**src/rtl/tgt_pkg.sv**
```systemverilog
package tgt_pkg;

    localparam int CPU_W    = 3;
    localparam int PRIV_IRQ = 32;
    localparam int LANES    = 4;

    typedef logic [7:0]       cpu_mask_t;
    typedef logic [CPU_W-1:0] cpu_idx_t;

    typedef struct packed {
        logic       is_wr;
        logic       is_rd;
        logic       size32;
        logic [3:0] lane_en;
        logic [1:0] lane_sel;
    } acc_ctl_t;

    function automatic cpu_mask_t online_mask(input logic [3:0] n);
        logic [8:0] t;
        if (n >= 4'd8) return 8'hFF;
        t = (9'd1 << n) - 9'd1;
        return t[7:0];
    endfunction

    function automatic cpu_idx_t lowest_set(input cpu_mask_t m);
        cpu_idx_t r;
        r = '0;
        for (int i = 7; i >= 0; i--)
            if (m[i]) r = cpu_idx_t'(i);
        return r;
    endfunction

    function automatic cpu_mask_t onehot_cpu(input cpu_idx_t c);
        return 8'd1 << c;
    endfunction

endpackage

```
**src/rtl/tgt_access_decode.sv**
```systemverilog
module tgt_access_decode
    import tgt_pkg::*;
#(
    parameter int ADDR_W = 10,
    localparam int WORD_W = ADDR_W - 2
) (
    input  logic                  acc_valid,
    input  logic                  acc_write,
    input  logic                  acc_size32,
    input  logic [ADDR_W-1:0]     acc_addr,
    input  logic [31:0]           acc_wdata,
    output acc_ctl_t              ctl,
    output logic [WORD_W-1:0]     word,
    output cpu_mask_t [LANES-1:0] lane_wdata
);

    always_comb begin
        ctl.is_wr    = acc_valid && acc_write;
        ctl.is_rd    = acc_valid && !acc_write;
        ctl.size32   = acc_size32;
        ctl.lane_sel = acc_addr[1:0];
        ctl.lane_en  = acc_size32 ? 4'b1111 : (4'b0001 << acc_addr[1:0]);
        word         = acc_addr[ADDR_W-1:2];
    end

    // A byte access carries its data in the low byte; steer it to every lane.
    for (genvar k = 0; k < LANES; k++) begin : g_lane
        assign lane_wdata[k] = acc_size32 ? acc_wdata[8*k +: 8] : acc_wdata[7:0];
    end

endmodule

```
**src/rtl/tgt_entry.sv**
```systemverilog
module tgt_entry
    import tgt_pkg::*;
(
    input  logic      clk,
    input  logic      rst,
    input  logic      we,
    input  cpu_mask_t wbyte,
    input  cpu_mask_t cmask,
    output cpu_mask_t mask_q,
    output cpu_idx_t  route_q
);

    cpu_mask_t clipped;
    assign clipped = wbyte & cmask;

    always_ff @(posedge clk) begin
        if (rst) begin
            mask_q  <= '0;
            route_q <= '0;
        end else if (we) begin
            mask_q  <= clipped;
            route_q <= lowest_set(clipped);
        end
    end

    // nothing outside the online set survives a write
    p_clip_r4: assert property (@(posedge clk) disable iff (rst)
        we |=> ((mask_q & ~$past(cmask)) == 8'd0));

    // an entry holds its value without a write
    p_hold_r2: assert property (@(posedge clk) disable iff (rst)
        !we |=> $stable(mask_q));

    // route points at a set bit with nothing set below it
    p_route_low_r6: assert property (@(posedge clk) disable iff (rst)
        (mask_q != 8'd0) |-> (mask_q[route_q] &&
                              ((mask_q & ((8'd1 << route_q) - 8'd1)) == 8'd0)));

    // empty mask routes to CPU 0
    p_empty_r7: assert property (@(posedge clk) disable iff (rst)
        (mask_q == 8'd0) |-> (route_q == '0));

endmodule

```
**src/rtl/irq_target_bank.sv**
```systemverilog
module irq_target_bank
    import tgt_pkg::*;
#(
    parameter int NUM_IRQ = 62,
    parameter int ADDR_W  = 10,
    localparam int WORD_W = ADDR_W - 2
) (
    input  logic                   clk,
    input  logic                   rst,
    input  logic [3:0]             online_cpus,
    input  logic [2:0]             req_cpu,
    input  logic                   acc_valid,
    input  logic                   acc_write,
    input  logic                   acc_size32,
    input  logic [ADDR_W-1:0]      acc_addr,
    input  logic [31:0]            acc_wdata,
    output logic [31:0]            rd_data,
    output logic [NUM_IRQ*3-1:0]   route_cpu
);

    acc_ctl_t              ctl;
    logic [WORD_W-1:0]     word;
    cpu_mask_t [LANES-1:0] lane_wdata;
    cpu_mask_t             cmask;
    cpu_mask_t             mask_arr [NUM_IRQ];
    cpu_mask_t [LANES-1:0] lane_rd;
    logic [31:0]           rd_next;

    assign cmask = online_mask(online_cpus);

    tgt_access_decode #(.ADDR_W(ADDR_W)) u_dec (
        .acc_valid (acc_valid),
        .acc_write (acc_write),
        .acc_size32(acc_size32),
        .acc_addr  (acc_addr),
        .acc_wdata (acc_wdata),
        .ctl       (ctl),
        .word      (word),
        .lane_wdata(lane_wdata)
    );

    for (genvar i = 0; i < NUM_IRQ; i++) begin : g_irq
        if (i < PRIV_IRQ) begin : g_priv
            assign mask_arr[i]         = '0;
            assign route_cpu[3*i +: 3] = '0;
        end else begin : g_shared
            localparam logic [WORD_W-1:0] MY_WORD = WORD_W'(i / LANES);
            localparam int                MY_LANE = i % LANES;
            logic we;
            assign we = ctl.is_wr && (word == MY_WORD) && ctl.lane_en[MY_LANE];
            tgt_entry u_ent (
                .clk    (clk),
                .rst    (rst),
                .we     (we),
                .wbyte  (lane_wdata[MY_LANE]),
                .cmask  (cmask),
                .mask_q (mask_arr[i]),
                .route_q(route_cpu[3*i +: 3])
            );
        end
    end

    for (genvar k = 0; k < LANES; k++) begin : g_rdlane
        logic [ADDR_W-1:0] lid;
        assign lid = {word, 2'(k)};
        always_comb begin
            lane_rd[k] = '0;
            if (lid < ADDR_W'(PRIV_IRQ)) begin
                lane_rd[k] = onehot_cpu(req_cpu);
            end else begin
                for (int j = PRIV_IRQ; j < NUM_IRQ; j++)
                    if (lid == ADDR_W'(j)) lane_rd[k] = mask_arr[j];
            end
        end
    end

    assign rd_next = ctl.size32 ? lane_rd : {24'd0, lane_rd[ctl.lane_sel]};

    always_ff @(posedge clk) begin
        if (rst)            rd_data <= '0;
        else if (ctl.is_rd) rd_data <= rd_next;
    end

    // a byte read beyond the range returns zero
    p_oob_zero_r8: assert property (@(posedge clk) disable iff (rst)
        (acc_valid && !acc_write && !acc_size32 && (acc_addr >= ADDR_W'(NUM_IRQ)))
        |=> (rd_data == 32'd0));

    // a byte read of a private ID returns the requester one-hot
    p_priv_read_r5: assert property (@(posedge clk) disable iff (rst)
        (acc_valid && !acc_write && !acc_size32 && (acc_addr < ADDR_W'(PRIV_IRQ)))
        |=> (rd_data == {24'd0, 8'd1 << $past(req_cpu)}));

    // rd_data only moves after a read
    p_rd_hold_r9: assert property (@(posedge clk) disable iff (rst)
        !(acc_valid && !acc_write) |=> $stable(rd_data));

endmodule

```
**config.mk**
```make
export PLATFORM = sky130hd
export DESIGN_NAME = irq_target_bank
export DESIGN_NICKNAME = d
export VERILOG_FILES = /design/src/rtl/tgt_pkg.sv /design/src/rtl/tgt_access_decode.sv /design/src/rtl/tgt_entry.sv /design/src/rtl/irq_target_bank.sv
export SDC_FILE = /design/constraint.sdc
export NUM_CORES = 1
export LEC_CHECK = 0
export ABC_CLOCK_PERIOD_IN_PS = 2500
export BUFFER_PORTS_ARGS = -buffer_cell sky130_fd_sc_hd__buf_2
export CORE_MARGIN = 5
export CORE_UTILIZATION = 45
export CTS_BUF_LIST = sky130_fd_sc_hd__clkbuf_4 sky130_fd_sc_hd__clkbuf_8
export DETAILED_ROUTE_END_ITERATION = 8
export GPL_TIMING_DRIVEN = 0
export PLACE_DENSITY = 0.71
export SLEW_MARGIN = 40
export SYNTH_ARGS = -nofsm -noshare
export SYNTH_HDL_FRONTEND = slang
export SYNTH_SLANG_ARGS = --single-unit
```
**constraint.sdc**
```tcl
create_clock -name clk -period 2.5 [get_ports clk]
set_clock_uncertainty 0.05 [all_clocks]
set_input_delay 0.25 -clock clk [delete_from_list [all_inputs] [get_ports clk]]
set_output_delay 0.25 -clock clk [all_outputs]
set_load 0.01 [all_outputs]
```
==> results.md, run 1 <==
Drt:
- The pre-antenna-repair detailed-routing pass consisted of 9 iterations.
- In this run the remaining antenna-violating nets after routing total 0.
- The count of routing violations after the opening detailed-route iteration is 2192.
- The final route contains 17100 vias.
- In the final routed layout, each cell accounts on average for roughly 24 um.
- The remaining design rule violation count is 0.
- The mean number of vias per cell is between 5 and 6.
- After detailed routing, the total wire length is 71600 um.

Clocking:
- The CTS root buffer is clkbuf_8.
- TritonCTS built the clock tree.
- The number of clock sinks is about 360.
- The number of clock buffers inserted by TritonCTS is 58.
- In this run the deepest clock path goes through 3 buffers.
- The clock insertion delay at the later pin of the skew report is about 650 ps.
- The clock-pin slew on the worst setup and hold paths is 70 ps.
- The H-tree was split into 2 levels.

Setup path:
- For this design, the slowest cell found on the critical path is nor4_2.
- Traced cell by cell, the critical path runs through buf_2 > nor4_2 > nand2_1 > clkbuf_1 > a21oi_1 > o21ai_0 > a22oi_1 > nor2_1.
- The type of the worst setup path is input pin to flip-flop.
- In this run the worst path has a maximum fanout of 10.
- In this design, the stage delay of the slowest critical-path cell is 600 ps.
- The data arrival time at the worst-slack endpoint is roughly 3000 ps.
- The critical path endpoint category is a flip-flop.
- For the worst setup path, the data required time is a little under 3000 ps.
- The worst setup path is launched from an input pin.

Global routing:
- The via count of the first global-routing pass is around 16000.
- The all-layer global routing usage is about a third.
- The pin count of the biggest net entering global routing is 16.
- The initial antenna violation count was 2.
- The global-route wire length before repair is around 100000 um.
- Global routing finished with a remaining overflow of 0.

Finish:
- The share of final-layout standard cells stronger than drive strength 1 is 23.7%.
- At the end of the flow the core is filled with cells to 54.9%.
- The layout-stage area growth over the synthesis result is 21.2%.
- After filler insertion, the fill cell instance count of the layout stands at roughly 3600.
- The net count of the finished layout is between 2000 and 2500.

Run status:
- The flow ran to the end, but the final reports show violations.
- The checks that failed: setup timing.

Synth:
- The async set-or-reset flop fraction in the synthesized netlist is 0%.
- Ranked by total cell area, the synthesized netlist is headed by dfxtp_1 43%, nand2_1 8.8%, a21oi_1 7.0%.
- For this run, the leading register cell type out of synthesis is dfxtp_1.
- The synthesized netlist occupies a cell area of approximately 0.017 mm2.
- The number of warnings issued by yosys is 0.
- The number of flops mapped to enable cells by yosys is 0.
- The number of cells produced by synthesis is about 2000.
- The commonest cells after synthesis are 400 x nand2_1, 362 x dfxtp_1, 236 x a21oi_1, 172 x nor2_1.
- Synthesis inferred about 360 register bits.
- The distinct cell type count of the synthesized netlist is between 80 and 90.
- The share of the synthesized area in the top cell type is a little over two fifths.
- The biggest area contributor in the post-synthesis netlist is dfxtp_1.
- The post-synthesis average cell area is around 8.3 um2.
- The dominant cell by count in the synthesized netlist is nand2_1.
- Sequential elements use between 40% and 50% of the synthesized area.

STA:
- The number of hold violations in the final report came to 0.
- Hold is met by 69.9 ps.
- The number of slew-limit violations in the final report is 0.
- The slew of the pin with the lowest slew margin is 942 ps.
- The final critical path takes up 102% of the cycle.
- The final worst setup slack is -39.3 ps.
- Counting I/O delays and the setup requirement, the final critical path takes about 2500 ps.
- Timing would allow up to a little under 0.4 GHz.
- In this run the tightest slew margin relative to its limit is 37.1%.
- The final number of setup-violating endpoints is 3.
- Setup repair after global routing left no endpoint under its margin.

Min path:
- The worst min-delay path category is input pin to flip-flop.

Floorplan:
- The die covers ~0.042 mm2.
- The number of standard-cell rows in the floorplan is 71.
- The number of ports placed on the die boundary is ~270.
- The area of the core region is 0.0375 mm2.
- From bottom edge to top edge, the die measures 204 um.
- The initial core utilization is between 40% and 50%.
- From left edge to right edge, the die measures a little over 200 um.

Power:
- The logic gate share of total power is between 10% and 20%.
- Per report_power, the sequential group accounts for a little under half of the total.
- Across the VDD grid, the largest voltage drop is between 300 and 400 uV.
- The static leakage is approximately 8.4 nW.
- Power spread over the standard cell area amounts to approximately 620 mW/mm2.
- In this run, the clock network consumes 44.2% of the power.
- Net switching is between 20% and 30% of the power.
- The internal power contribution is 9.32 mW.
- For this design the total switching power over the nets is between 3 and 4 mW.

Placement:
- The final weighted congestion in routability-driven placement is about 1.0.
- The post-placement setup slack is -1130 ps.
- The count of input and output buffers is around 170.
- Once detailed placement completed, the half-perimeter wirelength came to 52600 um.

Job:
- The number of max-capacitance violations reported is 0.
layout make-up:
| type | instances | area (um2) | area share [%] |
|---|---|---|---|
| clock buffers | 94 | 1220 | 5.92 |
| plain buffers | 227 | 1310 | 6.37 |
| well taps | 511 | 639 | 3.11 |
| diodes | 1 | 2.50 | 0.0122 |
| multi-input cells | 1532 | 9100 | 44.2 |
| repair buffers | 180 | 937 | 4.55 |
| flip-flops and latches | 362 | 7250 | 35.2 |
| inverters | 13 | 48.8 | 0.237 |
| clock inverters | 8 | 73.8 | 0.359 |
power by group through the flow:
stage / combinational (mW) / clock, mW / sequential (mW)
floorplan: 0.710 / 0 / 5.91
global placement: 1.18 / 0 / 5.91
detailed placement: 1.21 / 0 / 5.91
CTS: 1.23 / 5.66 / 5.79
global route: 1.37 / 5.93 / 5.78
finish: 1.33 / 5.64 / 5.79
what timing repair did:
action                                  CTS  global route
gates resized for setup                  23            28
gates cloned                              0             0
endpoints found under the setup margin  195           134
setup buffers                             0             4
pin swaps                                 0             3
hold endpoints to repair                  2             0
hold buffers                              1             0
layer usage:
layer  global-route usage (%)  wire length, um
met3                     6.90             7510
met5                        0                0
met2                     50.8            31200
met4                     17.0             4400
met1                     43.8            28600
per-stage QoR:
step,instances,setup TNS [ps],power [mW],instance area [um2]
final,2928,-77.8,12.8,20600
after global routing,2927,0,13.1,20600
after CTS,2923,0,12.7,20400
after detailed placement,2821,-261970,7.13,19000
after global placement,2818,-286040,7.10,18900
after floorplan,2135,-130,6.63,17400
kinds of logic (layout without fill, tap and decap cells):
family	Yosys count	in the layout	share of synthesized area, %
mux	121	121	9.08
flops	362	362	42.7
buf+inv	241	522	7.85
other cells	1	97	0.0221
simple gates	828	828	23.3
compound gates	484	484	16.9
xor+xnor	2	2	0.103
fa+ha+maj	1	1	0.0737
final timing paths:
check / end / from / depth (start not counted) / slack [ps]
max: rd_data[27]$_SDFFE_PP0P_ / acc_addr[9] / 8 / -40
min: g_irq[51].g_shared.u_ent.mask_q[4]$_SDFFE_PP0P_ / acc_wdata[28] / 5 / 70
max reg2reg: rd_data[1]$_SDFFE_PP0P_ / g_irq[38].g_shared.u_ent.mask_q[1]$_SDFFE_PP0P_ / 5 / 400
min reg2reg: rd_data[20]$_SDFFE_PP0P_ / rd_data[20]$_SDFFE_PP0P_ / 2 / 400
cells in the final DEF (no fill, tap or decap), types with 10 or more instances in the layout:
| master | synthesis | final |
|---|---|---|
| clkbuf_2 | 0 | 12 |
| nor3b_1 | 19 | 19 |
| nand2_1 | 400 | 399 |
| nor3_2 | 4 | 10 |
| mux2i_1 | 73 | 73 |
| nor3_1 | 22 | 14 |
| buf_4 | 101 | 105 |
| mux2_2 | 24 | 24 |
| nand3_1 | 32 | 30 |
| a21oi_1 | 236 | 220 |
| a22oi_1 | 30 | 29 |
| nor2_4 | 9 | 16 |
| clkbuf_4 | 0 | 14 |
| a21o_1 | 19 | 19 |
| nand3b_1 | 79 | 79 |
| clkbuf_8 | 0 | 82 |
| dfxtp_1 | 362 | 362 |
| nor2_1 | 172 | 165 |
| mux4_2 | 24 | 24 |
| a21oi_2 | 0 | 14 |
| nor2b_1 | 22 | 20 |
| o21ai_0 | 101 | 99 |
| inv_1 | 12 | 12 |
| conb_1 | 1 | 96 |
| nand2b_1 | 16 | 16 |
| clkbuf_1 | 87 | 75 |
| buf_2 | 33 | 206 |
registers in the layout, summed over array words and instances, names as in the netlist:
register,flops
g_irq.g_shared.u_ent.mask_q,240
g_irq.g_shared.u_ent.route_q,90
rd_data,32
worst max-delay path, delay by kind of cell:
| kind | cells | cell delay (ps) |
|---|---|---|
| AOI/OAI and AO/OA | 3 | 960 |
| buffers and inverters | 2 | 630 |
| and+or+nand+nor | 3 | 1150 |
(Power assumes the default switching activity.)
==> run 2, diff against run 1 <==
- CTS_BUF_LIST: sky130_fd_sc_hd__clkbuf_4 sky130_fd_sc_hd__clkbuf_8 -> not set
==> results.md, run 2 (synthesized netlist as in run 1, its figures left out) <==
Run status:
- The flow ran to the end, but the final reports show violations.
- The final reports fail on setup timing.

Floorplan:
- The number of ports placed on the die boundary was 272 (unchanged).
- The number of standard-cell rows in the floorplan is 71 (unchanged).
- The area of the core region is 0.0375 mm2 (unchanged).
- The initial core utilization was 45.3% (unchanged).
- The chip height is 204 um (unchanged).
- The die footprint is 0.0417 mm2 (unchanged).
- The width of the die is 204 um (unchanged).

Clocking:
- The number of clock sinks is 362 (unchanged).
- The clock-pin slew on the worst setup and hold paths is 60 ps (about the same).
- The CTS tree is done.
- The depth of the CTS H-tree is 2 (unchanged).
- The clock insertion delay at the later pin of the skew report is 540 ps (-110 ps).
- The tree is rooted in a clkbuf_16.
- The largest buffer count on any clock path is 3 (unchanged).
- The number of clock buffers inserted by TritonCTS is 39 (-33%).

Drt:
- The remaining design rule violation count is 0 (unchanged).
- The mean number of vias per cell is 5.83 (about the same).
- The residual antenna-violating net count after detailed routing came to 0 (unchanged).
- The detailed-route wire length per cell is 24.7 um (+1.0%).
- The count of routing violations after the opening detailed-route iteration is 2107 (-3.9%).
- The iteration count of the initial detailed-routing pass came to 5 (-4).
- The number of vias in the routed layout is 16900 (-1.1%).
- The final routed wirelength across all metal layers came to 71500 um (-0.15%).

Setup path:
- The worst setup path is launched from an input pin.
- The worst register-to-register path ends at rd_data[5]$_SDFFE_PP0P_.
- The number of cells traversed by the worst register-to-register path was 6 (+1).
- The critical path is of the input pin to flip-flop type.
- In this run the critical register-to-register path is launched from g_irq[42].g_shared.u_ent.mask_q[5]$_SDFFE_PP0P_.
- The worst setup path is captured at a flip-flop.
- The largest fanout on the critical path came to 10 (unchanged).
- The data required time at the worst endpoint is 2880 ps (-70 ps).
- The data arrival time at the worst-slack endpoint was 2930 ps (-60 ps).
- The reg2reg setup slack came to 450 ps (+50 ps).

STA:
- The minimum period implied by the final worst setup slack is 2550 ps (+11.8 ps).
- The final worst-path cycle share is 102% (+0.47 points).
- The slew of the pin with the lowest slew margin is 949 ps (+6.92 ps).
- The final worst setup slack is -51.1 ps (-11.8 ps).
- The worst max-slew margin expressed relative to the limit is 36.7% (-0.33 points).
- The maximum frequency from static timing analysis is 0.392 GHz (-0.46%).
- Setup repair after global routing could not meet its margin everywhere.
- The final number of setup-violating endpoints came to 2 (-1).
- The number of slew-limit violations in the final report is 0 (unchanged).
- The number of hold violations in the final report came to 0 (unchanged).
- The minimum hold slack is 149 ps (+79.6 ps).

Placement:
- The post-detailed-placement half-perimeter wirelength was 52600 um (unchanged).
- The count of input and output buffers came to 172 (unchanged).
- The cell total after placement is 2821 (unchanged).
- The post-placement setup slack is -1130 ps (unchanged).
- The final weighted congestion in routability-driven placement came to 1.03 (unchanged).
- The placement-stage cell area is 0.0190 mm2 (unchanged).

Finish:
- The area of all placed cells without fillers came to 0.0206 mm2 (about the same).
- The largest registers in the layout are g_irq.g_shared.u_ent.mask_q x240, g_irq.g_shared.u_ent.route_q x90, rd_data x32.
- Leaving out fill and tap cells, the most frequent cell in the layout is nand2_1.
- The net count of the finished layout is 2410 (-0.78%).
- The share of final-layout standard cells stronger than drive strength 1 came to 22.4% (-1.3 points).
- The number of cells in the finished layout apart from fillers is 2894 (-1.2%).
- The register with the most flip-flops is g_irq.g_shared.u_ent.mask_q.
- The flip-flop count of the largest register after layout is 240 (unchanged).
- The layout-stage area growth over the synthesis result is 21.1% (about the same).
- The top cell types in the final layout, fill and taps aside, are 398 x nand2_1, 362 x dfxtp_1, 218 x a21oi_1.

Power:
- The total power after layout is 12.9 mW (+1.4%).
- The areal power density over the cells is 629 mW/mm2 (+1.4%).
- The maximum ir drop on the vdd rail came to 431 uV (+28%).
- The static leakage came to 8.31 nW (-0.62%).

Global routing:
- The via count of the first global-routing pass is 16100 (-0.92%).
- The global-route wire length before repair is 104000 um (about the same).
- The initial antenna violation count is 2 (unchanged).
- The total overflow reported by the global router is 0 (unchanged).
- The pin count of the biggest net entering global routing was 14 (-2).
- The all-layer global routing usage was 32.9% (-0.046 points).

Min path:
- The min-delay analysis places its worst path in the category input pin to flip-flop.
- The worst hold path begins at acc_wdata[7].
- The end of the worst hold path is g_irq[52].g_shared.u_ent.mask_q[7]$_SDFFE_PP0P_.
- The worst hold path cell count came to 4 (-1).

Job:
- The number of max-capacitance violations reported came to 0 (unchanged).
[run 2: changes by cell type in the layout (fill, tap and decap cells not counted), sizes merged]
cell,change
clkinv,+3
bufinv,+3
dlygate4sd3,-1
clkbuf,-41
diode,+2
[run 2: final cells by class]
type                       count  area, um2
inverter                      13       48.8
tap                          511        639
clock buffer                  52       1060
buffer                       227       1320
sequential                   362       7250
antenna                        3       7.51
clock inverter                14        176
timing repair buffer         180        935
fill                        3573      16900
multi-input combinational   1532       9130
[run 2: stage by stage]
stage	TNS [ps]	util, %
2_1_floorplan	-130	-
3_3_place_gp	-286040	50.3
3_5_place_dp	-261970	50.7
4_1_cts	-725	54.5
5_1_grt	-20.0	54.8
6_report	-77.5	54.8
[run 2: how the worst max path moves through the flow]
stage,start,to,cells past startpoint
2_1_floorplan,online_cpus[2],g_irq[54].g_shared.u_ent.route_q[2]$_SDFFE_PP0P_,10
3_3_place_gp,acc_addr[3],rd_data[7]$_SDFFE_PP0P_,8
4_1_cts,acc_addr[3],g_irq[57].g_shared.u_ent.route_q[0]$_SDFFE_PP0P_,8
6_report,acc_addr[3],rd_data[1]$_SDFFE_PP0P_,8
3_5_place_dp,online_cpus[3],g_irq[52].g_shared.u_ent.route_q[0]$_SDFFE_PP0P_,11
5_1_grt,online_cpus[3],g_irq[59].g_shared.u_ent.route_q[1]$_SDFFE_PP0P_,9
[run 2: where the power goes]
| part | switching, mW | internal [mW] | leakage, nW |
|---|---|---|---|
| clock | 2.42 | 3.40 | 0.613 |
| combinational | 0.957 | 0.378 | 4.78 |
| sequential | 0.00843 | 5.78 | 2.91 |
| total | 3.38 | 9.55 | 8.31 |
[run 2: timing repair]
item / in CTS / in global routing
resized for setup: 39 / 25
setup buffers: 3 / 2
endpoints found under the hold margin: 0 / 0
pin swaps: 4 / 3
hold buffers: 0 / 0
endpoints found under the setup margin: 310 / 116
[run 2: critical path, stage by stage]
cell      delay, ps
buf_2           250
buf_2           460
buf_2           470
mux4_2          430
o21ai_0         500
o21bai_1        220
nor3_1          250
nor4_1           80
[run 2: routing by layer]
| metal | GRT usage (%) | vias up | wire length [um] |
|---|---|---|---|
| li1 | - | 7519 | - |
| met1 | 43.4 | 8026 | 28200 |
| met2 | 51.0 | 1088 | 31200 |
| met3 | 7.01 | 242 | 7560 |
| met4 | 17.1 | 2 | 4540 |
| met5 | 0 | - | 13 |
==> run 3, diff against run 2 <==
- ABC_AREA: not set -> 1
- CORE_UTILIZATION: 45 -> 51
- PLACE_DENSITY: 0.71 -> 0.79
==> results.md, run 3 <==
Run status:
- The flow ran to the end, but the final reports show violations.
- The final reports fail on setup timing.

Synth:
- The largest total area in the synthesized netlist belongs to dfxtp_1.
- The async set-or-reset flop fraction in the synthesized netlist is 0% (unchanged).
- The number of flops mapped to enable cells by yosys is 0 (unchanged).
- The proportion of synthesized area in mux cells was 0% (-9.1 points).
- The number of warnings issued by yosys is 0 (unchanged).
- Yosys attributes the largest share of cell area to dfxtp_1 46%, a21oi_1 12%, o21ai_0 10%.
- The sequential share of the synthesized area is 45.6% (+2.9 points).
- The area of the mapped netlist is 0.0159 mm2 (-6.3%).
- The parity-gate share of the synthesized area counting xor and xnor cells is 0% (-0.10 points).
- The share of synthesized cell area in and, or, nand and nor gates is 17.1% (-6.2 points).
- The distinct cell type count of the synthesized netlist was 39 (-52%).
- The post-synthesis average cell area is 7.41 um2 (-11%).
- The number of synthesized register bits is 362 (unchanged).
- Among all flip-flop cells after synthesis, the most frequent one is dfxtp_1.
- The share of the synthesized area in the top cell type was 45.6% (+2.9 points).
- The adder-cell share of the synthesized area is 0.0787% (+0.0050 points).
- Sorting the synthesized cells by how often they occur yields 373 x a21oi_1, 362 x dfxtp_1, 330 x o21ai_0, 324 x nand2_1, 150 x inv_1.
- The fraction of the mapped netlist area in compound gates is 25.1% (+8.2 points).
- The main combinational cell family by area after synthesis is compound AO/OA/AOI/OAI gates.
- The number of cells produced by synthesis is 2147 (+5.2%).
- Yosys instantiated no cell more often than a21oi_1.

Setup path:
- STA classifies the critical path startpoint as an input pin.
- In this design, the largest share of critical-path delay is due to simple AND/OR/NAND/NOR gates.
- The setup path with the least slack is of type input pin to flip-flop.
- The reg2reg setup slack was 540 ps (+90 ps).
- The endpoint identified for the worst register-to-register timing path is rd_data[0]$_SDFFE_PP0P_.
- The number of cells traversed by the worst register-to-register path is 10 (+4).
- The cell with the largest stage delay on the worst path is clkinv_1.
- The most critical setup path has its startpoint at acc_addr[5].
- The combined buffer and inverter count along the critical path is 4 (+1).
- The critical path goes through buf_2 > nand2_1 > nor2_1 > nand2_1 > clkinv_1 > buf_2 > nand2_1 > nand3_1 > nand2_1 > nand3_1 > nand2_1 > nand3_1 > nand2_1 > inv_1.
- STA classifies the critical path endpoint as a flip-flop.
- The largest fanout on the critical path is 10 (unchanged).
- The data arrival time at the worst-slack endpoint is 2980 ps (+50 ps).
- By instance count, the cell type seen most on the critical path is nand2_1.
- The worst reg2reg path startpoint is g_irq[38].g_shared.u_ent.mask_q[0]$_SDFFE_PP0P_.
- The data required time at the worst endpoint is 2870 ps (about the same).
- The largest stage delay on the critical path came to 540 ps (+40 ps).

Min path:
- The launch instance of the worst min-delay path is acc_wdata[18].
- The end of the worst hold path is g_irq[34].g_shared.u_ent.mask_q[2]$_SDFFE_PP0P_.
- The worst min-delay path category is input pin to flip-flop.
- The worst hold path cell count was 3 (-1).

Finish:
- The number of diodes is 0 (-3).
- The register with the most flip-flops in the final layout is g_irq.g_shared.u_ent.mask_q.
- The largest registers in the layout are g_irq.g_shared.u_ent.mask_q x240, g_irq.g_shared.u_ent.route_q x90, rd_data x32.
- The top cell types in the final layout, fill and taps aside, are 371 x a21oi_1, 362 x dfxtp_1, 330 x o21ai_0.
- From synthesis to final layout, the design area changed by 19.0%.
- The net count of the finished layout came to 2511 (+4.2%).
- The flip-flop count of the largest register after layout is 240 (unchanged).
- The count of fill cells added during filler insertion is 2781 (-22%).
- The share of final-layout standard cells stronger than drive strength 1 is 18.2% (-4.2 points).
- Leaving out fill and tap cells, the most frequent cell in the layout is a21oi_1.
- The area of all placed cells without fillers is 0.0189 mm2 (-8.0%).

Global routing:
- The total overflow reported by the global router is 0 (unchanged).
- The via count of the first global-routing pass was 15500 (-4.0%).
- The initial antenna violation count is 0 (-2).
- The pin count of the biggest net entering global routing is 15 (+1).
- The global-route wire length before repair came to 91700 um (-12%).
- The all-layer global routing usage is 33.2% (+0.25 points).

Floorplan:
- The area of the core region is 0.0307 mm2 (-18%).
- The die footprint was 0.0348 mm2 (-17%).
- The chip height was 187 um (-8.6%).
- The number of ports placed on the die boundary is 272 (unchanged).
- The number of standard-cell rows in the floorplan is 64 (-9.9%).
- The width of the die came to 187 um (-8.6%).
- The initial core utilization is 51.9% (+6.6 points).

STA:
- Setup repair after global routing left no endpoint under its margin.
- The final worst-path cycle share came to 104% (+2.4 points).
- The final number of setup-violating endpoints is 3 (+1).
- The slew of the pin with the lowest slew margin was 941 ps (-8.31 ps).
- The number of slew-limit violations in the final report is 0 (unchanged).
- The worst max-slew margin expressed relative to the limit is 37.3% (+0.55 points).
- The minimum period implied by the final worst setup slack was 2610 ps (+59.9 ps).
- The final worst setup slack is -111 ps (-59.9 ps).
- The maximum frequency from static timing analysis is 0.383 GHz (-2.3%).
- The number of hold violations in the final report is 0 (unchanged).

Drt:
- The number of vias in the routed layout is 16600 (-1.4%).
- The detailed-route wire length per cell came to 21.4 um (-13%).
- The mean number of vias per cell is 5.78 (-0.97%).
- The count of routing violations after the opening detailed-route iteration was 2308 (+9.5%).
- The remaining design rule violation count is 0 (unchanged).
- The iteration count of the initial detailed-routing pass is 6 (+1).
- The final routed wirelength across all metal layers is 61700 um (-14%).
- The residual antenna-violating net count after detailed routing is 0 (unchanged).

Clocking:
- TritonCTS built the clock tree.
- The number of clock sinks is 362 (unchanged).
- The clock-pin slew on the worst setup and hold paths came to 60 ps (about the same).
- The number of clock buffers inserted by TritonCTS is 38 (-2.6%).
- The depth of the CTS H-tree is 2 (unchanged).
- The largest buffer count on any clock path came to 3 (unchanged).
- The CTS root buffer is clkbuf_16.
- The hold buffer count at CTS came to 0 (unchanged).
- The clock insertion delay at the later pin of the skew report was 530 ps (about the same).
- The post-CTS setup buffer count is 0 (-3).

Power:
- The static leakage is 8.28 nW (-0.44%).
- The areal power density over the cells is 663 mW/mm2 (+5.4%).
- The maximum ir drop on the vdd rail was 433 uV (+0.35%).
- The total power after layout is 12.6 mW (-3.0%).

Placement:
- The count of input and output buffers is 174 (+1.2%).
- The placement-stage cell area is 0.0176 mm2 (-7.1%).
- The final weighted congestion in routability-driven placement came to 0.962 (-6.2%).
- The post-detailed-placement half-perimeter wirelength came to 45200 um (-14%).

Job:
- The number of max-capacitance violations reported is 0 (unchanged).
[run 3: cell types whose count changed after synthesis, sizes merged, moves of 22 or more]
cell    change
o21ai     +248
inv       +159
a21oi     +141
nand3b     -79
mux2i      -73
nand2      -69
nand3      +46
nor2       -32
a22oi      -30
nand4      +28
mux2       -24
mux4       -24
nor2b      -22
[run 3: worst max path at each step]
stage | endpoint | slack [ps] | cells past startpoint
3_5_place_dp | g_irq[38].g_shared.u_ent.route_q[0]$_SDFFE_PP0P_ | -570 | 13
3_3_place_gp | g_irq[54].g_shared.u_ent.route_q[0]$_SDFFE_PP0P_ | -550 | 13
5_1_grt | rd_data[1]$_SDFFE_PP0P_ | 7 | 14
2_1_floorplan | g_irq[41].g_shared.u_ent.route_q[0]$_SDFFE_PP0P_ | 480 | 13
4_1_cts | rd_data[7]$_SDFFE_PP0P_ | 130 | 14
6_report | rd_data[7]$_SDFFE_PP0P_ | -110 | 14
[run 3: metal layers]
layer,GRT usage [%],routed length [um],vias up
met5,0,0,-
met4,15.5,3450,0
met3,7.85,7340,211
met2,51.5,26500,1126
met1,44.0,24400,7697
li1,-,-,7604
[run 3: cell families after synthesis]
group	Yosys count
and+or+nand+nor	623
buffers and inverters	398
other	1
adders and majority gates	1
DFF	362
AOI/OAI and AO/OA	762
[run 3: what timing repair did]
item | 4_1_cts | 5_1_grt
endpoints found under the setup margin | 7 | 0
hold endpoints to repair | 0 | 0
resized for setup | 1 | 0
[run 3: metrics by stage]
step                      utilization, %  setup WS (ps)  std cells  setup TNS [ps]  hold slack (ps)
after floorplan                        -            479       2242               0              374
after global placement              57.5           -546       2812          -22700              388
after detailed placement            57.5           -575       2812          -28640              391
after CTS                           61.7            127       2881               0             86.2
after global routing                61.7           6.57       2881               0             99.9
final                               61.7           -111       2881            -210             93.3
[run 3: worst min-delay path, cell delays in order]
cell     delay [ps]
buf_2           110
o21ai_4         130
a21oi_1         140
[run 3: final cells by class]
class | count | area [um2] | share of cell area [%]
clock buffers | 53 | 1140 | 6.03
flip-flops and latches | 362 | 7250 | 38.3
plain buffers | 220 | 1260 | 6.66
well taps | 396 | 495 | 2.62
multi-input cells | 1482 | 7100 | 37.5
inverters | 178 | 673 | 3.56
clock inverters | 16 | 138 | 0.727
repair buffers | 174 | 871 | 4.60
[run 3: power by group]
part	internal (mW)	switching (mW)	total, mW
registers	5.78	0.00613	5.78
clock network	3.40	2.37	5.77
logic	0.271	0.725	0.996
total	9.45	3.10	12.6
